**src/rtl/sdh_stat_pkg.sv**
```systemverilog
package sdh_stat_pkg;
  localparam int unsigned DW     = 32;
  localparam int unsigned NUM_LVL = 7;
  localparam int unsigned NUM_IRQ = 8;
  localparam int unsigned CODE_W = 2;
  localparam int unsigned CODE_LSB = 9;
  localparam int unsigned WCRC_BIT = 2;

  localparam logic [DW-1:0] STICKY_MASK = 32'hC300_782F;
  localparam logic [DW-1:0] LEVEL_MASK  = 32'h3C00_01C0;
  localparam logic [DW-1:0] ERR_MASK    = 32'h0000_002F;
  localparam logic [DW-1:0] EN_WMASK    = 32'h0007_F01F;

  // lvl_i index -> status bit
  localparam int LVL_POS [NUM_LVL] = '{6, 7, 8, 26, 27, 28, 29};
  // interrupt source pairs
  localparam int IRQ_EN_IDX [NUM_IRQ] = '{0, 1, 2, 3, 4, 13, 14, 15};
  localparam int IRQ_ST_IDX [NUM_IRQ] = '{11, 12, 13, 6, 7, 14, 30, 31};

  typedef enum logic {SEL_STATUS = 1'b0, SEL_ENABLE = 1'b1} reg_sel_e;
endpackage

```
**src/rtl/sdh_stat_sticky.sv**
```systemverilog
module sdh_stat_sticky #(
  parameter int unsigned   W    = 32,
  parameter logic [W-1:0]  MASK = '1
) (
  input  logic         clk_i,
  input  logic         rst_ni,
  input  logic [W-1:0] set_i,
  input  logic [W-1:0] clr_i,
  output logic [W-1:0] q_o
);
  for (genvar i = 0; i < W; i++) begin : g_bit
    if (MASK[i]) begin : g_flop
      logic bit_q;
      // set has priority over clear
      always_ff @(posedge clk_i or negedge rst_ni) begin
        if (!rst_ni) bit_q <= 1'b0;
        else         bit_q <= set_i[i] | (bit_q & ~clr_i[i]);
      end
      assign q_o[i] = bit_q;
    end else begin : g_none
      assign q_o[i] = 1'b0;
    end
  end
endmodule

```
**src/rtl/sdh_stat_level.sv**
```systemverilog
module sdh_stat_level
  import sdh_stat_pkg::*;
(
  input  logic               clk_i,
  input  logic               rst_ni,
  input  logic [NUM_LVL-1:0] lvl_i,
  output logic [DW-1:0]      q_o
);
  logic [DW-1:0] placed;

  always_comb begin
    placed = '0;
    for (int k = 0; k < NUM_LVL; k++) placed[LVL_POS[k]] = lvl_i[k];
  end

  always_ff @(posedge clk_i or negedge rst_ni) begin
    if (!rst_ni) q_o <= '0;
    else         q_o <= placed;
  end
endmodule

```
**src/rtl/sdh_irq_gen.sv**
```systemverilog
module sdh_irq_gen
  import sdh_stat_pkg::*;
(
  input  logic          clk_i,
  input  logic          rst_ni,
  input  logic [DW-1:0] status_i,
  input  logic [DW-1:0] en_i,
  output logic          irq_o
);
  logic [NUM_IRQ-1:0] hit;

  for (genvar k = 0; k < NUM_IRQ; k++) begin : g_src
    assign hit[k] = status_i[IRQ_ST_IDX[k]] & en_i[IRQ_EN_IDX[k]];
  end

  always_ff @(posedge clk_i or negedge rst_ni) begin
    if (!rst_ni) irq_o <= 1'b0;
    else         irq_o <= |hit;
  end
endmodule

```
**src/rtl/sdh_stat_irq.sv**
```systemverilog
module sdh_stat_irq
  import sdh_stat_pkg::*;
(
  input  logic               clk_i,
  input  logic               rst_ni,
  input  logic [DW-1:0]      evt_i,
  input  logic [NUM_LVL-1:0] lvl_i,
  input  logic [CODE_W-1:0]  wcrc_code_i,
  input  logic               bus_addr_i,
  input  logic               bus_we_i,
  input  logic [DW-1:0]      bus_wdata_i,
  output logic [DW-1:0]      bus_rdata_o,
  output logic               irq_o
);
  logic [DW-1:0]     clr_w;
  logic [DW-1:0]     sticky_w;
  logic [DW-1:0]     level_w;
  logic [DW-1:0]     status_w;
  logic [DW-1:0]     en_q;
  logic [CODE_W-1:0] code_q;
  reg_sel_e          sel;

  assign sel   = reg_sel_e'(bus_addr_i);
  assign clr_w = (bus_we_i && sel == SEL_STATUS) ? bus_wdata_i : '0;

  sdh_stat_sticky #(.W(DW), .MASK(STICKY_MASK)) u_sticky (
    .clk_i (clk_i),
    .rst_ni(rst_ni),
    .set_i (evt_i),
    .clr_i (clr_w),
    .q_o   (sticky_w)
  );

  sdh_stat_level u_level (
    .clk_i (clk_i),
    .rst_ni(rst_ni),
    .lvl_i (lvl_i),
    .q_o   (level_w)
  );

  // write-CRC code follows the life of its error flag
  always_ff @(posedge clk_i or negedge rst_ni) begin
    if (!rst_ni)                code_q <= '0;
    else if (evt_i[WCRC_BIT])   code_q <= wcrc_code_i;
    else if (clr_w[WCRC_BIT])   code_q <= '0;
  end

  always_ff @(posedge clk_i or negedge rst_ni) begin
    if (!rst_ni)                              en_q <= '0;
    else if (bus_we_i && sel == SEL_ENABLE)   en_q <= bus_wdata_i & EN_WMASK;
  end

  always_comb begin
    status_w = sticky_w | level_w;
    status_w[CODE_LSB +: CODE_W] = code_q;
  end

  assign bus_rdata_o = (sel == SEL_STATUS) ? status_w : en_q;

  sdh_irq_gen u_irq (
    .clk_i   (clk_i),
    .rst_ni  (rst_ni),
    .status_i(status_w),
    .en_i    (en_q),
    .irq_o   (irq_o)
  );
endmodule

```
**config.mk**
```make
export PLATFORM = sky130hd
export DESIGN_NAME = sdh_stat_irq
export DESIGN_NICKNAME = d
export VERILOG_FILES = /design/src/rtl/sdh_stat_pkg.sv /design/src/rtl/sdh_stat_sticky.sv /design/src/rtl/sdh_stat_level.sv /design/src/rtl/sdh_irq_gen.sv /design/src/rtl/sdh_stat_irq.sv
export SDC_FILE = /design/constraint.sdc
export NUM_CORES = 1
export LEC_CHECK = 0
export BUFFER_PORTS_ARGS = -buffer_cell sky130_fd_sc_hd__buf_4
export CAP_MARGIN = 25
export CORE_MARGIN = 5
export CORE_UTILIZATION = 41
export CTS_CLUSTER_SIZE = 40
export DETAILED_ROUTE_END_ITERATION = 8
export PLACE_DENSITY = 0.91
export SLEW_MARGIN = 25
export SYNTH_ARGS = -nofsm -noshare
export SYNTH_HDL_FRONTEND = slang
export SYNTH_SLANG_ARGS = --single-unit
export TNS_END_PERCENT = 1
```
**constraint.sdc**
```tcl
create_clock -name clk_i -period 0.89 [get_ports clk_i]
set_input_delay 0.1335 -clock clk_i [delete_from_list [all_inputs] [get_ports clk_i]]
set_output_delay 0.1335 -clock clk_i [all_outputs]
set_load 0.02 [all_outputs]
```
==> qor.json <==
{
  "outcome": {"value": "complete, but fails checks"},
  "failing_checks": {"value": "setup timing"},
  "via_per_inst": {"value": 4.79},
  "detailed_place_hpwl": {"value": 2820, "unit": "microns"},
  "grt_start_max_net_pins": {"value": 36},
  "critical_path.endpoint": {"value": "bus_rdata_o[3]"},
  "crit_path_max_fanout": {"value": 2},
  "top_level_ports": {"value": 110},
  "floorplan.die_area": {"value": 0.00524, "unit": "sq mm"},
  "globalRouteTotalUtil": {"value": 0.155},
  "r2r-start": {"value": "en_q[3]$_DFFE_PN0P_"},
  "pre_cts_slack": {"value": -0.163, "unit": "ns"},
  "maxCapViolCount": {"value": 0},
  "finalCriticalPeriod": {"value": 1.21, "unit": "ns"},
  "antenna-diode-count": {"value": 0},
  "netlist.area_leader.share": {"value": 0.549},
  "num_vias": {"value": 1302},
  "maxClockFrequency": {"value": 826, "unit": "MHz"},
  "cts-htree-levels": {"value": 2},
  "max-vdd-ir-drop": {"value": 0.000992, "unit": "V"},
  "ys_seq_area_frac": {"value": 0.549},
  "filler_free_cell_count_of_the_finished_design": {"value": 272},
  "first_iter_violations": {"value": 56},
  "timing.critical_path.to_type": {"value": "primary output"},
  "placement.io_buffers": {"value": 71},
  "detail_route.first_pass.iterations": {"value": 4},
  "synth.cell_area": {"value": 0.00160, "unit": "sq mm"},
  "timing_hold_violations_final": {"value": 0},
  "starting_density_of_the_core": {"value": 0.430},
  "timing.critical_path.cells": {"value": "mux2_4 -> buf_6"},
  "timing.final.crit_share": {"value": 1.36},
  "netlist_instances": {"value": 126},
  "crit-reg2reg-capture": {"value": "u_irq.irq_o$_DFF_PN0_"},
  "drc_errors": {"value": 0},
  "first_pass_grt_wire_length": {"value": 6150, "unit": "microns"},
  "die_height": {"value": 72.4, "unit": "microns"},
  "reg_to_reg_setup_timing_slack": {"value": -0.07, "unit": "ns"},
  "die_x": {"value": 72.4, "unit": "microns"},
  "timing_worst_setup_path_type": {"value": "reg2out"},
  "cts_root_buffer": {"value": "sky130_fd_sc_hd__clkbuf_8"},
  "r2r.worst_path.cells": {"value": 3},
  "coreArea": {"value": 0.00372, "unit": "sq mm"},
  "total_leakage_power": {"value": 1.24, "unit": "nW"},
  "setup_tns_final": {"value": -5.71, "unit": "ns"},
  "first_global_vias": {"value": 1308},
  "cts_tree": {"value": "yes"},
  "clk_latency": {"value": 0.28, "unit": "ns"},
  "synth-seq-cells": {"value": 35},
  "fp-row-count": {"value": 22},
  "cell_type_contributing_the_most_total_cell_area_after_synthesis": {"value": "sky130_fd_sc_hd__dfrtp_1"},
  "num-nets-final": {"value": 300},
  "numCtsBuffers": {"value": 5},
  "cp_data_required_time": {"value": 0.76, "unit": "ns"},
  "setup.worst_path.start": {"value": "u_sticky.g_bit[3].g_flop.bit_q$_DFF_PN0_"},
  "post-place-cells": {"value": 247},
  "synth_top_cells_by_area": {"value": "sky130_fd_sc_hd__dfrtp_1 (55%), sky130_fd_sc_hd__mux2_4 (9.4%), sky130_fd_sc_hd__nor2b_1 (5.9%)"},
  "yosys_warnings": {"value": 0},
  "grt_remaining_overflow": {"value": 0},
  "finalWirelength": {"value": 4060, "unit": "microns"},
  "power.density": {"value": 1620, "unit": "mW/mm^2"},
  "relative_area_change_from_synthesis_to_final_layout": {"value": 60.3, "unit": "%"},
  "overall_power": {"value": 4.14, "unit": "mW"},
  "post_route_cells_drive_above_1_share": {"value": 0.545},
  "multi_input_comb_area": {"value": 709, "unit": "sq um"},
  "postRouteAntennaNets": {"value": 0},
  "post_synth.cell_area_avg": {"value": 12.7, "unit": "sq um"},
  "clk_pin_slew": {"value": 0.07, "unit": "ns"},
  "layout_setup_ws": {"value": -0.320, "unit": "ns"},
  "timing.critical_path.from_type": {"value": "flop"},
  "finalSetupViolations": {"value": 32},
  "antenna_found_initial": {"value": 0},
  "clock_sinks": {"value": 35},
  "grt_setup_unrepaired": {"value": "true"},
  "fill_cells": {"value": 289},
  "post_drt_wl_per_cell": {"value": 14.9, "unit": "microns"},
  "final_max_slew_viol_count": {"value": 0},
  "finalWeightedCongestion": {"value": 0.727},
  "synth_cell_types": {"value": 21},
  "seqCellArea": {"value": 876, "unit": "sq um"},
  "clk_path_buf_depth": {"value": 2},
  "class_of_the_most_critical_hold_timing_path": {"value": "in2reg"},
  "worst_ep_arrival_time": {"value": 1.08, "unit": "ns"},
  "worst_clock_skew": {"value": 0.00210, "unit": "ns"},
  "slowest_delay": {"value": 0.38, "unit": "ns"},
  "critical_path.slowest_cell": {"value": "sky130_fd_sc_hd__dfrtp_1"}
}
[cell usage after synthesis (all sizes together)]
cell,number
a22oi,4
nand4,1
and2,5
and3b,1
buf,8
mux2,18
nand2,4
inv,1
clkbuf,3
conb,1
nand2b,2
dfrtp,35
o21ai,3
nand3b,12
o21bai,1
nor2b,15
a21o,12
[metal layers]
metal | track usage | vias up | part of all wire
met3 | 0.0512 | 4 | 0.063
met5 | 0 | - | 0
met2 | 0.269 | 38 | 0.53
met1 | 0.180 | 642 | 0.39
met4 | 0.0512 | 0 | 0.012
li1 | - | 618 | -
[kinds of logic (layout without fill, tap and decap cells)]
| kind of cell | Yosys count | in the layout | synth area share |
|---|---|---|---|
| buf+inv | 12 | 106 | 0.0462 |
| flops | 35 | 35 | 0.549 |
| mux | 18 | 18 | 0.150 |
| other cells | 1 | 5 | 0.00235 |
| simple gates | 40 | 40 | 0.163 |
| compound gates | 20 | 20 | 0.0893 |
[stage by stage]
stage	hold slack (ns)	utilization	instance area, sq um
global placement	0.110	0.596	2210
finish	0.0283	0.689	2560
detailed placement	0.109	0.596	2210
CTS	0.0204	0.681	2530
global route	0.0125	0.689	2560
floorplan	-0.162	-	1610
[power breakdown]
part	total (mW)	internal, mW	switching, mW
Clock	1.22	0.705	0.515
Sequential	1.81	1.73	0.0854
Combinational	1.10	0.654	0.448
[state kept, by name, indices dropped and copies added, names as in the netlist]
register / cells
u_sticky.g_bit.g_flop.bit_q: 13
u_level.q_o: 7
en_q: 12
code_q: 2
u_irq.irq_o: 1
[worst min-delay path by stage]
stage / start / to / slack [ns] / cells past startpoint
final: evt_i[13] / u_sticky.g_bit[13].g_flop.bit_q$_DFF_PN0_ / 0.03 / 2
after CTS: evt_i[0] / u_sticky.g_bit[0].g_flop.bit_q$_DFF_PN0_ / 0.02 / 2
after floorplan: rst_ni / code_q[0]$_DFFE_PN0P_ / -0.16 / 0
after global placement: rst_ni / en_q[4]$_DFFE_PN0P_ / 0.11 / 1
after detailed placement: rst_ni / u_level.q_o[8]$_DFF_PN0_ / 0.11 / 1
after global routing: evt_i[13] / u_sticky.g_bit[13].g_flop.bit_q$_DFF_PN0_ / 0.01 / 2
[area by class of cell]
| class | instances | share of cell area |
|---|---|---|
| Clock buffer | 8 | 0.0391 |
| Multi-Input combinational cell | 83 | 0.277 |
| Inverter | 1 | 0.00147 |
| Tap cell | 48 | 0.0235 |
| Sequential cell | 35 | 0.342 |
| Timing Repair Buffer | 97 | 0.316 |
[cell usage in the layout (no fill, tap or decap), types with 2 or more instances in the layout]
master,netlist,layout
sky130_fd_sc_hd__buf_6,1,13
sky130_fd_sc_hd__mux2_2,8,2
sky130_fd_sc_hd__conb_1,1,5
sky130_fd_sc_hd__dfrtp_1,35,35
sky130_fd_sc_hd__nand2b_1,2,2
sky130_fd_sc_hd__buf_4,5,75
sky130_fd_sc_hd__and2_4,0,5
sky130_fd_sc_hd__clkbuf_8,0,7
sky130_fd_sc_hd__nand3b_1,12,12
sky130_fd_sc_hd__a22oi_1,4,3
sky130_fd_sc_hd__nor2b_1,15,14
sky130_fd_sc_hd__dlygate4sd3_1,0,8
sky130_fd_sc_hd__a21o_1,12,12
sky130_fd_sc_hd__mux2_4,10,16
sky130_fd_sc_hd__nand2_1,3,3
sky130_fd_sc_hd__o21ai_0,3,2
[repair_timing]
item / in CTS / in global routing
hold buffers: 8 / 0
hold endpoints to repair: 42 / 0
pin swaps: 6 / 0
gates resized for setup: 20 / 7
buffers inserted: 9 / 0
setup endpoints to repair: 28 / 34
[critical path, delay by kind of cell (launching register included)]
family	cells	cell delay [ns]
buffers and inverters	1	0.13
muxes	1	0.28
DFF	1	0.38
No activity file was read; power rests on OpenSTA's default activity.
